--- config.mk ---
export PLATFORM = sky130hd
export DESIGN_NAME = serial_prog_loader
export DESIGN_NICKNAME = d
export VERILOG_FILES = /design/src/rtl/spl_pkg.sv /design/src/rtl/spl_sync.sv /design/src/rtl/spl_frame_shift.sv /design/src/rtl/spl_latch_bank.sv /design/src/rtl/serial_prog_loader.sv
export SDC_FILE = /design/constraint.sdc
export NUM_CORES = 1
export LEC_CHECK = 0
export ABC_CLOCK_PERIOD_IN_PS = 1900
export BUFFER_PORTS_ARGS = -buffer_cell sky130_fd_sc_hd__buf_2
export CAP_MARGIN = 20
export CORE_UTILIZATION = 44
export CTS_CLUSTER_SIZE = 20
export DETAILED_ROUTE_END_ITERATION = 8
export GPL_TIMING_DRIVEN = 0
export PLACE_DENSITY_LB_ADDON = 0.3
export SYNTH_ARGS = -nofsm -noshare
export SYNTH_HDL_FRONTEND = slang
export SYNTH_SLANG_ARGS = --single-unit
--- constraint.sdc ---
create_clock -name clk -period 1.9 [get_ports clk]
set_clock_uncertainty 0.2 [all_clocks]
set_input_delay 0 -clock clk [delete_from_list [all_inputs] [get_ports clk]]
set_output_delay 0 -clock clk [all_outputs]
set_load 0.02 [all_outputs]
--- src/rtl/spl_pkg.sv ---
package spl_pkg;
    localparam int A_W     = 7;
    localparam int M_W     = 10;
    localparam int R_W     = 11;
    localparam int FRAME_W = A_W + M_W + R_W;
    localparam int SHORT_W = A_W + M_W;
    localparam int CNT_W   = $clog2(FRAME_W + 1);

    localparam logic [A_W-1:0] A_RST = '0;
    localparam logic [M_W-1:0] M_RST = M_W'(3);
    localparam logic [R_W-1:0] R_RST = R_W'(3);
    localparam logic [R_W-1:0] R_MIN = R_W'(3);

    typedef struct packed {
        logic [A_W-1:0] a;
        logic [M_W-1:0] m;
        logic [R_W-1:0] r;
    } prog_word_t;

    typedef logic [FRAME_W-1:0] frame_t;
    typedef logic [CNT_W-1:0]   cnt_t;

    function automatic prog_word_t unpack_frame(input frame_t f);
        prog_word_t u;
        u.a = f[FRAME_W-1 -: A_W];
        u.m = f[FRAME_W-1-A_W -: M_W];
        u.r = f[R_W-1:0];
        return u;
    endfunction

    function automatic logic r_in_range(input logic [R_W-1:0] r);
        return r >= R_MIN;
    endfunction

    function automatic prog_word_t reset_word();
        prog_word_t u;
        u.a = A_RST;
        u.m = M_RST;
        u.r = R_RST;
        return u;
    endfunction
endpackage

--- src/rtl/spl_sync.sv ---
module spl_sync #(
    parameter int WIDTH  = 3,
    parameter int STAGES = 2
) (
    input  logic             clk,
    input  logic             rst,
    input  logic [WIDTH-1:0] din,
    output logic [WIDTH-1:0] dout
);
    logic [WIDTH-1:0] stg [STAGES];

    for (genvar s = 0; s < STAGES; s++) begin : g_stage
        if (s == 0) begin : g_first
            always_ff @(posedge clk) begin
                if (rst) stg[s] <= '0;
                else     stg[s] <= din;
            end
        end else begin : g_next
            always_ff @(posedge clk) begin
                if (rst) stg[s] <= '0;
                else     stg[s] <= stg[s-1];
            end
        end
    end

    assign dout = stg[STAGES-1];
endmodule

--- src/rtl/spl_frame_shift.sv ---
module spl_frame_shift
    import spl_pkg::*;
(
    input  logic   clk,
    input  logic   rst,
    input  logic   s_data,
    input  logic   s_clk,
    input  logic   s_en,
    output frame_t frame_bits,
    output cnt_t   bit_cnt,
    output logic   load_stb
);
    logic clk_d, en_d;
    logic clk_fall;
    cnt_t wr_idx;

    assign clk_fall = clk_d & ~s_clk;
    assign load_stb = en_d & ~s_en;
    assign wr_idx   = cnt_t'(FRAME_W - 1) - bit_cnt;

    always_ff @(posedge clk) begin
        if (rst) begin
            clk_d      <= 1'b0;
            en_d       <= 1'b0;
            bit_cnt    <= '0;
            frame_bits <= '0;
        end else begin
            clk_d <= s_clk;
            en_d  <= s_en;
            if (!s_en) begin
                bit_cnt <= '0;
            end else if (clk_fall && (bit_cnt < cnt_t'(FRAME_W))) begin
                frame_bits[wr_idx] <= s_data;
                bit_cnt            <= bit_cnt + cnt_t'(1);
            end
        end
    end
endmodule

--- src/rtl/spl_latch_bank.sv ---
module spl_latch_bank
    import spl_pkg::*;
(
    input  logic       clk,
    input  logic       rst,
    input  logic       load_stb,
    input  frame_t     frame_bits,
    input  cnt_t       bit_cnt,
    output prog_word_t prog,
    output logic       sync_pulse,
    output logic       r_bad
);
    prog_word_t incoming;
    logic       take_am, take_r;

    assign incoming = unpack_frame(frame_bits);
    assign take_am  = load_stb && (bit_cnt >= cnt_t'(SHORT_W));
    assign take_r   = load_stb && (bit_cnt == cnt_t'(FRAME_W));

    always_ff @(posedge clk) begin
        if (rst) begin
            prog       <= reset_word();
            sync_pulse <= 1'b0;
            r_bad      <= 1'b0;
        end else begin
            sync_pulse <= load_stb;
            if (take_am) begin
                prog.a <= incoming.a;
                prog.m <= incoming.m;
            end
            if (take_r) begin
                prog.r <= incoming.r;
                r_bad  <= !r_in_range(incoming.r);
            end
        end
    end
endmodule

--- src/rtl/serial_prog_loader.sv ---
module serial_prog_loader
    import spl_pkg::*;
#(
    parameter int SYNC_STAGES = 2
) (
    input  logic           clk,
    input  logic           rst,
    input  logic           ser_data,
    input  logic           ser_clk,
    input  logic           ser_en,
    output logic [A_W-1:0] a_word,
    output logic [M_W-1:0] m_word,
    output logic [R_W-1:0] r_word,
    output logic           sync_pulse,
    output logic           r_out_of_range
);
    logic [2:0] raw_lines, sync_lines;
    frame_t     frame_bits;
    cnt_t       frame_cnt;
    logic       load_stb;
    prog_word_t prog;

    assign raw_lines = {ser_en, ser_clk, ser_data};

    spl_sync #(.WIDTH(3), .STAGES(SYNC_STAGES)) sync_i (
        .clk (clk),
        .rst (rst),
        .din (raw_lines),
        .dout(sync_lines)
    );

    spl_frame_shift shift_i (
        .clk       (clk),
        .rst       (rst),
        .s_data    (sync_lines[0]),
        .s_clk     (sync_lines[1]),
        .s_en      (sync_lines[2]),
        .frame_bits(frame_bits),
        .bit_cnt   (frame_cnt),
        .load_stb  (load_stb)
    );

    spl_latch_bank latch_i (
        .clk       (clk),
        .rst       (rst),
        .load_stb  (load_stb),
        .frame_bits(frame_bits),
        .bit_cnt   (frame_cnt),
        .prog      (prog),
        .sync_pulse(sync_pulse),
        .r_bad     (r_out_of_range)
    );

    assign a_word = prog.a;
    assign m_word = prog.m;
    assign r_word = prog.r;
endmodule

==> run_summary.xml, run 1 <==
<?xml version="1.0" encoding="UTF-8"?>
<metrics>
  <group name="timing">
    <metric name="timing.final.crit_period" unit="ns">1.97</metric>
    <metric name="fmax" unit="GHz">0.507</metric>
    <metric name="setup_repair_after_global_routing_missed_its_margin" unit="">true</metric>
    <metric name="final_report_max_slew_violation_count" unit="">0</metric>
    <metric name="postLayoutSetupSlackWorst" unit="ns">-0.0742</metric>
    <metric name="slew_at_the_pin_with_the_worst_max_slew_slack" unit="ns">0.498</metric>
    <metric name="hold_violations" unit="">0</metric>
    <metric name="fin_crit_sh" unit="">1.04</metric>
    <metric name="setup-tns-final" unit="ns">-0.213</metric>
    <metric name="slew_headroom" unit="">0.668</metric>
    <metric name="timing.final.setup_violations" unit="">4</metric>
  </group>
  <group name="clocking">
    <metric name="clock-sinks" unit="">71</metric>
    <metric name="cts_made_buffers" unit="">9</metric>
    <metric name="clock_latency_reported_for_the_late_side_of_the_worst_skew_pair" unit="ns">0.35</metric>
    <metric name="clkTransAtPathRegs" unit="ns">0.08</metric>
    <metric name="clk_path_buf_depth" unit="">2</metric>
    <metric name="tritoncts" unit="">done</metric>
    <metric name="htree_num_levels" unit="">3</metric>
    <metric name="ctsRootBufferMaster" unit="">clkbuf_8</metric>
  </group>
  <group name="worst_hold_path">
    <metric name="worst_hold_path_type" unit="">input pin to register</metric>
  </group>
  <group name="grt">
    <metric name="met1_use_gr" unit="">0.261</metric>
    <metric name="first_global_vias" unit="">2311</metric>
    <metric name="grt_pass1_wl" unit="um">11400</metric>
    <metric name="grt.met3_usage" unit="">0.0524</metric>
    <metric name="gr-total-overflow" unit="">0</metric>
    <metric name="grtUsageTotal" unit="">0.202</metric>
    <metric name="grt_max_degree" unit="">13</metric>
    <metric name="global_route.usage.met2" unit="">0.325</metric>
    <metric name="grt-busiest-layer" unit="">met2</metric>
    <metric name="number_of_antenna_violations_at_the_first_check_in_global_routing" unit="">0</metric>
  </group>
  <group name="synthesis">
    <metric name="most_used_flip_flop_cell_after_synthesis" unit="">dfxtp_1</metric>
    <metric name="ys_seq_area_frac" unit="">0.452</metric>
    <metric name="synthesis.area" unit="um2">3150</metric>
    <metric name="async_flop_share" unit="">0</metric>
    <metric name="synth_cell_types" unit="">35</metric>
    <metric name="post_synth_inst_count" unit="">311</metric>
    <metric name="synth_edf_count" unit="">0</metric>
    <metric name="synth_area_per_cell" unit="um2">10.1</metric>
    <metric name="net_count_after_synthesis" unit="">323</metric>
    <metric name="yosys_warnings" unit="">0</metric>
    <metric name="postSynthRegisterBits" unit="">71</metric>
  </group>
  <group name="cells_and_area">
    <metric name="diodes" unit="">0</metric>
    <metric name="fill_cells" unit="">558</metric>
    <metric name="synthToLayoutAreaGrowth" unit="%">35.9</metric>
    <metric name="drive_above_1_share" unit="">0.340</metric>
    <metric name="nNetsFinal" unit="">389</metric>
    <metric name="final_area" unit="um2">4270</metric>
  </group>
  <group name="setup_path">
    <metric name="worst_setup_path_start_kind" unit="">register</metric>
    <metric name="required_time_of_the_critical_path" unit="ns">1.98</metric>
    <metric name="slowest_stage" unit="">dfxtp_4</metric>
    <metric name="timing.critical_path.slowest_cell_delay" unit="ns">0.40</metric>
    <metric name="setup.worst_path.class" unit="">register to register</metric>
    <metric name="worstPathMaxFanout" unit="">6</metric>
    <metric name="critPathArrivalTime" unit="ns">2.05</metric>
    <metric name="cp-end-kind" unit="">register</metric>
    <metric name="worstPathCellList" unit="">clkbuf_16, inv_4, ha_4, buf_4, clkbuf_4, nor4_2, mux2i_1</metric>
  </group>
  <group name="detailed_routing">
    <metric name="first_pass_iters" unit="">4</metric>
    <metric name="postRouteWirelength" unit="um">7170</metric>
    <metric name="via_per_inst" unit="">5.17</metric>
    <metric name="route.vias.total" unit="">2473</metric>
    <metric name="wl_per_cell" unit="um">15.0</metric>
    <metric name="remaining_drc_errors" unit="">0</metric>
    <metric name="detail-route-antenna-nets" unit="">0</metric>
    <metric name="detail_route.iter0.violations" unit="">117</metric>
  </group>
  <group name="floorplanning">
    <metric name="die_width" unit="um">86.6</metric>
    <metric name="i_o_pins" unit="">35</metric>
    <metric name="fp.dieArea" unit="um2">7490</metric>
    <metric name="placeableCoreArea" unit="um2">6830</metric>
    <metric name="placement_rows" unit="">30</metric>
    <metric name="die_h" unit="um">86.6</metric>
    <metric name="floorplan.initialDensity" unit="">0.460</metric>
  </group>
  <group name="placement">
    <metric name="io_buffers" unit="">34</metric>
    <metric name="cell_area_after_placement" unit="um2">3510</metric>
    <metric name="dpl.hpwl" unit="um">4320</metric>
    <metric name="gp_congestion" unit="">0.812</metric>
    <metric name="placement.setup.worst_slack" unit="ns">-0.228</metric>
  </group>
  <group name="outcome">
    <metric name="status" unit="">finished with violations</metric>
    <metric name="violations" unit="">setup timing</metric>
  </group>
  <group name="power">
    <metric name="leakagePower" unit="nW">1.57</metric>
    <metric name="vdd.ir_drop.worst" unit="mV">0.433</metric>
    <metric name="power_density" unit="nW/um2">721</metric>
  </group>
  <group name="flow_run">
    <metric name="drv.max_cap_violation_count" unit="">0</metric>
  </group>
</metrics>
[layout by cell type (no fill, tap or decap), types with 5 or more instances in the layout]
cell type	count
o21ai_0	9
buf_6	7
nand3_1	11
inv_1	5
buf_2	35
nor4_2	12
buf_4	18
clkbuf_1	9
clkbuf_8	13
nor4_4	15
a21oi_1	12
mux2i_1	46
ha_1	5
nor2b_1	7
dfxtp_1	67
nand2b_1	44
[per-stage QoR]
stage | util | hold WS, ns | power [mW] | std cells
after floorplan | - | -0.0718 | 1.58 | 311
after global placement | 0.514 | 0.00774 | 1.60 | 441
after detailed placement | 0.514 | 0.0125 | 1.60 | 441
after CTS | 0.610 | 0.184 | 3.10 | 479
after global routing | 0.626 | 0.210 | 3.19 | 478
final | 0.626 | 0.193 | 3.08 | 478
[routing by layer]
layer | share of wire | wire length [um]
met1 | 0.46 | 3310
met2 | 0.48 | 3470
met3 | 0.033 | 237
met4 | 0.020 | 147
met5 | 0 | 0
[final cells by class]
type	instances	area (um2)	area share
tap	96	120	0.0281
clock buffer	11	151	0.0354
buffer	23	198	0.0463
clock inverter	5	104	0.0243
inverter	7	32.5	0.00761
multi-input combinational	208	1880	0.440
sequential	71	1430	0.334
timing repair buffer	57	360	0.0843
[registers in the layout, indices dropped and copies added (netlist names)]
name,flops
shift_i.en_d,1
shift_i.frame_bits,28
latch_i.prog,28
latch_i.sync_pulse,1
sync_i.stg,6
shift_i.clk_d,1
shift_i.bit_cnt,5
latch_i.r_bad,1
[synthesized netlist by cell type, types with 4 or more instances]
cell | count | area (um2)
nand3_1 | 11 | 55.1
a21oi_1 | 12 | 60.1
nand4b_1 | 4 | 35.0
inv_1 | 7 | 26.3
o21ai_0 | 10 | 50.1
nor4_1 | 31 | 194
buf_6 | 4 | 45.0
mux2i_1 | 46 | 460
nor2b_1 | 7 | 43.8
nand2b_1 | 45 | 282
nand2_1 | 4 | 15.0
nor2_1 | 4 | 15.0
dfxtp_1 | 71 | 1420
clkbuf_1 | 12 | 45.0
ha_1 | 7 | 87.6
[power breakdown]
part           switching [mW]  internal [mW]  total [mW]
Sequential            0.00463           1.49        1.50
Clock                   0.569          0.944        1.51
Combinational          0.0362         0.0368      0.0730
Total                   0.610           2.47        3.08
[worst paths after layout]
| check | start | end | slack [ns] | depth (start not counted) |
|---|---|---|---|---|
| hold / removal | ser_data | sync_i.stg[0][0] | 0.19 | 3 |
| hold reg to reg | sync_i.stg[0][0] | sync_i.stg[1][0] | 0.25 | 1 |
| setup / recovery | shift_i.bit_cnt[2] | shift_i.frame_bits[24] | -0.07 | 7 |
| setup reg to reg | shift_i.bit_cnt[2] | shift_i.frame_bits[24] | -0.07 | 7 |
[kinds of logic (layout without fill, tap and decap cells)]
kind of cell	Yosys count	count (layout)	share of synthesized area
multiplexers	46	46	0.146
buffers and inverters	32	103	0.0644
flip-flops	71	71	0.452
AO/OA/AOI/OAI	33	33	0.0636
XOR/XNOR	2	2	0.00796
adder cells (fa/ha/maj)	7	7	0.0278
AND/OR/NAND/NOR	120	120	0.238
[worst max-delay path, delay by kind of cell (launching register included)]
family	cells	cell delay, ns
multiplexers	1	0.25
buffers and inverters	4	0.48
adder cells (fa/ha/maj)	1	0.21
flip-flops	1	0.40
AND/OR/NAND/NOR	1	0.35
[repair_timing]
action,4_1_cts,5_1_grt
setup endpoints to repair,39,49
gates resized for setup,36,25
endpoints found under the hold margin,9,0
pin swaps,7,4
setup buffers,17,1
gates cloned,1,0
hold buffers,4,0
No activity file was read; power rests on OpenSTA's default activity.
==> inputs of run 2 (changes only) <==
ABC_AREA = 1   (was not set)
==> run_summary.xml, run 2 <==
<?xml version="1.0" encoding="UTF-8"?>
<metrics>
  <group name="timing">
    <metric name="final.hold.worst_slack" unit="ns">0.202</metric>
    <metric name="timing.final.crit_period" unit="ns">1.80</metric>
    <metric name="slew_at_the_pin_with_the_worst_max_slew_slack" unit="ns">0.476</metric>
    <metric name="fin_crit_sh" unit="">0.947</metric>
    <metric name="final_report_max_slew_violation_count" unit="">0</metric>
    <metric name="setup-tns-final" unit="ns">0</metric>
    <metric name="slew_headroom" unit="">0.682</metric>
    <metric name="hold_violations" unit="">0</metric>
    <metric name="setup_repair_after_global_routing_missed_its_margin" unit="">true</metric>
    <metric name="timing.final.setup_violations" unit="">0</metric>
    <metric name="fmax" unit="GHz">0.556</metric>
  </group>
  <group name="cells_and_area">
    <metric name="final_cell_count_no_fill" unit="">534</metric>
    <metric name="synthToLayoutAreaGrowth" unit="%">20.5</metric>
    <metric name="diodes" unit="">0</metric>
    <metric name="nNetsFinal" unit="">464</metric>
    <metric name="most_common_cell_after_layout_fill_and_taps_aside" unit="">nor2_1</metric>
    <metric name="layout_common_cells" unit="">nor2_1, dfxtp_1, nand2_1</metric>
    <metric name="final_area" unit="um2">3560</metric>
    <metric name="largest_registers" unit="">latch_i.prog (28), shift_i.frame_bits (28), sync_i.stg (6)</metric>
    <metric name="drive_above_1_share" unit="">0.193</metric>
    <metric name="fill_cells" unit="">627</metric>
  </group>
  <group name="power">
    <metric name="power.internal" unit="mW">2.34</metric>
    <metric name="power_density" unit="nW/um2">823</metric>
    <metric name="seq_power_share" unit="">0.511</metric>
    <metric name="vdd.ir_drop.worst" unit="mV">0.516</metric>
    <metric name="switching_share" unit="">0.202</metric>
    <metric name="net-switching-power" unit="mW">0.593</metric>
    <metric name="leakagePower" unit="nW">1.56</metric>
    <metric name="clock_power_share" unit="">0.459</metric>
    <metric name="combinational_power_share" unit="">0.031</metric>
  </group>
  <group name="detailed_routing">
    <metric name="first_pass_iters" unit="">7</metric>
    <metric name="route.vias.total" unit="">2596</metric>
    <metric name="met2_wirelength" unit="um">2750</metric>
    <metric name="remaining_drc_errors" unit="">13</metric>
    <metric name="route.met3.wl" unit="um">200</metric>
    <metric name="postRouteWirelength" unit="um">6030</metric>
    <metric name="detail-route-antenna-nets" unit="">0</metric>
    <metric name="wl_per_cell" unit="um">11.3</metric>
    <metric name="via_per_inst" unit="">4.86</metric>
    <metric name="detail_route.iter0.violations" unit="">105</metric>
    <metric name="highest_layer" unit="">met4</metric>
    <metric name="detail_route.wirelength.met1" unit="um">2940</metric>
  </group>
  <group name="worst_hold_path">
    <metric name="worst_hold_path_type" unit="">register to register</metric>
  </group>
  <group name="grt">
    <metric name="grt_pass1_wl" unit="um">10400</metric>
    <metric name="grtUsageTotal" unit="">0.185</metric>
    <metric name="number_of_antenna_violations_at_the_first_check_in_global_routing" unit="">0</metric>
    <metric name="gr-total-overflow" unit="">0</metric>
    <metric name="first_global_vias" unit="">2361</metric>
    <metric name="grt_max_degree" unit="">12</metric>
  </group>
  <group name="synthesis">
    <metric name="synth_adder_area_share" unit="">0.0296</metric>
    <metric name="synthesis.area" unit="um2">2960</metric>
    <metric name="synth_area_per_cell" unit="um2">7.41</metric>
    <metric name="post_synth_xor_area_fraction" unit="">0.00296</metric>
    <metric name="synthSimpleGateAreaFrac" unit="">0.315</metric>
    <metric name="postSynthRegisterBits" unit="">71</metric>
    <metric name="post_synth_inst_count" unit="">399</metric>
    <metric name="async_flop_share" unit="">0</metric>
    <metric name="synth_area_leaders" unit="">dfxtp_1, nor2_1, nand2_1</metric>
    <metric name="most_used_flip_flop_cell_after_synthesis" unit="">dfxtp_1</metric>
    <metric name="synth_edf_count" unit="">0</metric>
    <metric name="ys_seq_area_frac" unit="">0.481</metric>
    <metric name="synth.most_common_cell" unit="">nor2_1</metric>
    <metric name="net_count_after_synthesis" unit="">411</metric>
    <metric name="synth.area.mux_share" unit="">0</metric>
    <metric name="yosys_warnings" unit="">0</metric>
    <metric name="synth_top_family_by_area" unit="">simple AND/OR/NAND/NOR gates</metric>
    <metric name="synth_cell_types" unit="">23</metric>
    <metric name="post-synth-top-area-fraction" unit="">0.481</metric>
    <metric name="netlist_top_cells_count" unit="">nor2_1, dfxtp_1, nand2_1, nand3_1, a21oi_1</metric>
    <metric name="synth_top_area_cell" unit="">dfxtp_1</metric>
    <metric name="post_synthesis_compound_gate_area_fraction" unit="">0.104</metric>
  </group>
  <group name="setup_path">
    <metric name="rrSetupSlack" unit="ns">0.10</metric>
    <metric name="slowest_stage" unit="">dfxtp_4</metric>
    <metric name="cp_num_buf_inv" unit="">2</metric>
    <metric name="critical-path-top-delay-family" unit="">simple AND/OR/NAND/NOR gates</metric>
    <metric name="worst_setup_path_start_kind" unit="">register</metric>
    <metric name="worstPathCellList" unit="">inv_2, ha_4, inv_1, nand3_2, nor2_4, nand3_1, nand2_1, nor2_1</metric>
    <metric name="required_time_of_the_critical_path" unit="ns">1.95</metric>
    <metric name="setup.worst_path.class" unit="">register to register</metric>
    <metric name="cp-end-kind" unit="">register</metric>
    <metric name="critPathArrivalTime" unit="ns">1.85</metric>
    <metric name="timing.critical_path.slowest_cell_delay" unit="ns">0.36</metric>
    <metric name="worstPathMaxFanout" unit="">8</metric>
  </group>
  <group name="floorplanning">
    <metric name="die_h" unit="um">84.0</metric>
    <metric name="floorplan.initialDensity" unit="">0.460</metric>
    <metric name="placeableCoreArea" unit="um2">6420</metric>
    <metric name="die_width" unit="um">84.0</metric>
    <metric name="placement_rows" unit="">29</metric>
    <metric name="i_o_pins" unit="">35</metric>
    <metric name="fp.dieArea" unit="um2">7050</metric>
  </group>
  <group name="clocking">
    <metric name="clk_path_buf_depth" unit="">2</metric>
    <metric name="htree_num_levels" unit="">3</metric>
    <metric name="clock_latency_reported_for_the_late_side_of_the_worst_skew_pair" unit="ns">0.35</metric>
    <metric name="clkTransAtPathRegs" unit="ns">0.07</metric>
    <metric name="tritoncts" unit="">done</metric>
    <metric name="cts_made_buffers" unit="">9</metric>
    <metric name="ctsRootBufferMaster" unit="">clkbuf_8</metric>
    <metric name="clock-sinks" unit="">71</metric>
  </group>
  <group name="placement">
    <metric name="dpl.hpwl" unit="um">4170</metric>
    <metric name="io_buffers" unit="">33</metric>
    <metric name="cell_area_after_placement" unit="um2">3220</metric>
    <metric name="gp_congestion" unit="">0.849</metric>
    <metric name="post-place-cells" unit="">509</metric>
  </group>
  <group name="flow_run">
    <metric name="drv.max_cap_violation_count" unit="">0</metric>
  </group>
  <group name="outcome">
    <metric name="status" unit="">finished with violations</metric>
    <metric name="violations" unit="">DRC</metric>
  </group>
</metrics>
-- run 2: through the flow --
step | utilization | worst slack (ns) | total power [mW]
floorplan | - | 0.0423 | 1.59
global placement | 0.501 | -0.196 | 1.61
detailed placement | 0.501 | -0.221 | 1.61
CTS | 0.551 | 0.0795 | 2.97
global route | 0.555 | -0.00740 | 3.03
finish | 0.555 | 0.100 | 2.93
-- run 2: power by group through the flow --
| stage | sequential, mW | combinational, mW | clock (mW) |
|---|---|---|---|
| after floorplan | 1.53 | 0.0585 | 0 |
| after global placement | 1.53 | 0.0777 | 0 |
| after detailed placement | 1.53 | 0.0786 | 0 |
| after CTS | 1.50 | 0.0898 | 1.38 |
| after global routing | 1.50 | 0.103 | 1.43 |
| final | 1.50 | 0.0895 | 1.34 |
-- run 2: final timing paths --
check,startpoint,end,cells past startpoint
worst max-delay path,shift_i.bit_cnt[2],shift_i.frame_bits[13],8
worst max register to register,shift_i.bit_cnt[2],shift_i.frame_bits[13],8
worst min register to register,sync_i.stg[0][2],sync_i.stg[1][2],2
worst min-delay path,sync_i.stg[0][2],sync_i.stg[1][2],2
-- run 2: kinds of logic (layout without fill, tap and decap cells) --
logic type                 count (synthesis)  after routing
adders and majority gates                  7              7
and+or+nand+nor                          214            214
AOI/OAI and AO/OA                         61             61
xor gates and xnor gates                   1              1
buffers and inverters                     45            103
DFF                                       71             71
-- run 2: timing repair --
item	4_1_cts	5_1_grt
gates resized for setup	6	3
setup buffers	0	2
cloned	0	0
endpoints found under the hold margin	14	0
pin swaps	1	0
hold buffers	7	0
setup endpoints to repair	25	10
-- run 2: layout make-up --
class	count	area (um2)	area share
sequential	71	1430	0.400
clock buffer	13	159	0.0446
tap	77	96.3	0.0270
multi-input combinational	283	1370	0.384
buffer	15	83.8	0.0235
inverter	30	115	0.0323
timing repair buffer	42	250	0.0702
clock inverter	3	65.1	0.0183
-- run 2: routing by layer --
metal,global-route usage,vias to the layer above
met2,0.294,44
met1,0.229,1162
met3,0.0534,9
met4,0.0925,0
met5,0,-
li1,-,1381
-- run 2: worst reg2reg max path, delay by kind of cell, from the launching register on --
| kind | cells | cell delay [ns] |
|---|---|---|
| adders and majority gates | 1 | 0.25 |
| and+or+nand+nor | 5 | 0.62 |
| buffers and inverters | 2 | 0.27 |
| DFF | 1 | 0.36 |
==> inputs of run 3 (changes only) <==
CTS_BUF_LIST = sky130_fd_sc_hd__clkbuf_16   (was not set)
CTS_CLUSTER_SIZE = 24   (was 20)
==> run_summary.xml, run 3 (same netlist as run 2, synthesis figures left out) <==
<?xml version="1.0" encoding="UTF-8"?>
<metrics>
  <group name="cells_and_area">
    <metric name="seqCellArea" unit="um2">1430</metric>
    <metric name="most_common_cell_after_layout_fill_and_taps_aside" unit="">nor2_1</metric>
    <metric name="multi_input_area" unit="um2">1370</metric>
    <metric name="synthToLayoutAreaGrowth" unit="%">23.4</metric>
    <metric name="layout_common_cells" unit="">nor2_1, dfxtp_1, nand2_1</metric>
    <metric name="drive_above_1_share" unit="">0.193</metric>
    <metric name="fill_cells" unit="">611</metric>
    <metric name="largest_registers" unit="">latch_i.prog (28), shift_i.frame_bits (28), sync_i.stg (6)</metric>
    <metric name="nNetsFinal" unit="">464</metric>
    <metric name="diodes" unit="">0</metric>
    <metric name="final_area" unit="um2">3650</metric>
  </group>
  <group name="floorplanning">
    <metric name="fp.dieArea" unit="um2">7050</metric>
    <metric name="placement_rows" unit="">29</metric>
    <metric name="floorplan.initialDensity" unit="">0.460</metric>
    <metric name="die_width" unit="um">84.0</metric>
    <metric name="die_h" unit="um">84.0</metric>
    <metric name="placeableCoreArea" unit="um2">6420</metric>
    <metric name="i_o_pins" unit="">35</metric>
  </group>
  <group name="detailed_routing">
    <metric name="first_pass_iters" unit="">6</metric>
    <metric name="route.vias.total" unit="">2598</metric>
    <metric name="remaining_drc_errors" unit="">13</metric>
    <metric name="detail_route.iter0.violations" unit="">138</metric>
    <metric name="postRouteWirelength" unit="um">6070</metric>
    <metric name="wl_per_cell" unit="um">11.4</metric>
    <metric name="via_per_inst" unit="">4.87</metric>
    <metric name="detail-route-antenna-nets" unit="">0</metric>
  </group>
  <group name="setup_path">
    <metric name="rrSetupSlack" unit="ns">0.12</metric>
    <metric name="critPathArrivalTime" unit="ns">1.80</metric>
    <metric name="worst_reg2reg_endpoint" unit="">shift_i.frame_bits[8]</metric>
    <metric name="reg2regPathDepth" unit="">8</metric>
    <metric name="worstPathMaxFanout" unit="">8</metric>
    <metric name="worst_setup_path_start_kind" unit="">register</metric>
    <metric name="cp-end-kind" unit="">register</metric>
    <metric name="end_point_of_the_critical_path" unit="">shift_i.frame_bits[8]</metric>
    <metric name="r2r_start" unit="">shift_i.bit_cnt[2]</metric>
    <metric name="setup_crit_start" unit="">shift_i.bit_cnt[2]</metric>
    <metric name="setup.worst_path.class" unit="">register to register</metric>
    <metric name="required_time_of_the_critical_path" unit="ns">1.92</metric>
  </group>
  <group name="placement">
    <metric name="io_buffers" unit="">33</metric>
    <metric name="placement.setup.worst_slack" unit="ns">-0.221</metric>
    <metric name="gp_congestion" unit="">0.849</metric>
    <metric name="dpl.hpwl" unit="um">4170</metric>
    <metric name="cell_area_after_placement" unit="um2">3220</metric>
  </group>
  <group name="clocking">
    <metric name="clock-sinks" unit="">71</metric>
    <metric name="clk_path_buf_depth" unit="">2</metric>
    <metric name="ctsRootBufferMaster" unit="">clkbuf_16</metric>
    <metric name="cts_made_buffers" unit="">9</metric>
    <metric name="clkTransAtPathRegs" unit="ns">0.05</metric>
    <metric name="clock_latency_reported_for_the_late_side_of_the_worst_skew_pair" unit="ns">0.33</metric>
    <metric name="htree_num_levels" unit="">3</metric>
    <metric name="tritoncts" unit="">done</metric>
  </group>
  <group name="grt">
    <metric name="number_of_antenna_violations_at_the_first_check_in_global_routing" unit="">0</metric>
    <metric name="grtUsageTotal" unit="">0.189</metric>
    <metric name="gr-total-overflow" unit="">0</metric>
    <metric name="first_global_vias" unit="">2404</metric>
    <metric name="grt_pass1_wl" unit="um">10500</metric>
    <metric name="grt_max_degree" unit="">12</metric>
  </group>
  <group name="worst_hold_path">
    <metric name="worst_hold_path_type" unit="">register to register</metric>
    <metric name="number_of_stages_on_the_worst_hold_path" unit="">2</metric>
  </group>
  <group name="timing">
    <metric name="timing.final.crit_period" unit="ns">1.78</metric>
    <metric name="fin_crit_sh" unit="">0.936</metric>
    <metric name="timing.final.setup_violations" unit="">0</metric>
    <metric name="setup_repair_after_global_routing_missed_its_margin" unit="">false</metric>
    <metric name="postLayoutSetupSlackWorst" unit="ns">0.121</metric>
    <metric name="fmax" unit="GHz">0.562</metric>
    <metric name="hold_violations" unit="">0</metric>
    <metric name="final_report_max_slew_violation_count" unit="">0</metric>
    <metric name="slew_headroom" unit="">0.681</metric>
    <metric name="slew_at_the_pin_with_the_worst_max_slew_slack" unit="ns">0.478</metric>
  </group>
  <group name="power">
    <metric name="vdd.ir_drop.worst" unit="mV">0.505</metric>
    <metric name="leakagePower" unit="nW">1.61</metric>
    <metric name="power_density" unit="nW/um2">903</metric>
  </group>
  <group name="outcome">
    <metric name="status" unit="">finished with violations</metric>
    <metric name="violations" unit="">DRC</metric>
  </group>
  <group name="flow_run">
    <metric name="drv.max_cap_violation_count" unit="">0</metric>
  </group>
</metrics>
==> run 3: power by group <==
part	switching, mW	leakage, nW	internal (mW)
clock	0.580	0.157	1.13
combinational	0.0563	0.876	0.0338
sequential	0.00281	0.575	1.50
==> run 3: per-stage QoR <==
stage	utilization	total power [mW]	std cells	setup TNS (ns)	hold WS [ns]
6_report	0.568	3.30	534	0	0.200
5_1_grt	0.568	3.40	534	0	0.221
4_1_cts	0.564	3.34	532	0	0.200
3_5_place_dp	0.501	1.61	509	-3.12	0.00591
3_3_place_gp	0.501	1.61	509	-2.46	0.000180
2_1_floorplan	-	1.59	399	0	-0.0930
==> run 3: final cells by class <==
| class | instances | share of cell area |
|---|---|---|
| sequential | 71 | 0.391 |
| multi-input combinational | 283 | 0.376 |
| timing repair buffer | 42 | 0.0686 |
| clock buffer | 9 | 0.0617 |
| inverter | 30 | 0.0315 |
| tap | 77 | 0.0264 |
| buffer | 15 | 0.0230 |
| clock inverter | 7 | 0.0219 |
==> run 3: what timing repair did <==
action,4_1_cts,5_1_grt
gates resized for setup,6,5
setup buffers,0,2
pin swaps,1,2
endpoints found under the setup margin,25,11
endpoints found under the hold margin,14,0
hold buffers,7,0
cloned,0,0
==> run 3: metal layers <==
layer,track usage,routed length [um],vias up,share of wire
met4,0.0878,126,0,0.021
li1,-,-,1379,-
met1,0.227,2870,1171,0.47
met5,0,0,-,0
met3,0.0564,244,8,0.040
met2,0.311,2830,40,0.47
==> run 3: how the worst min path moves through the flow <==
stage / endpoint / start / slack (ns)
final: sync_i.stg[1][2] / sync_i.stg[0][2] / 0.20
after global routing: sync_i.stg[1][2] / sync_i.stg[0][2] / 0.22
after CTS: sync_i.stg[1][2] / sync_i.stg[0][2] / 0.20
after detailed placement: sync_i.stg[0][2] / ser_en / 0.006
after global placement: sync_i.stg[0][2] / ser_en / 0.0002
after floorplan: sync_i.stg[0][0] / ser_data / -0.09
==> run 3: critical path, stage by stage, from the launching register on <==
cell     delay, ns
dfxtp_4       0.36
inv_2         0.15
ha_4          0.25
inv_1         0.11
nand3_2       0.15
nor2_4        0.22
nand3_1       0.11
nand2_1       0.08
nor2_1        0.04
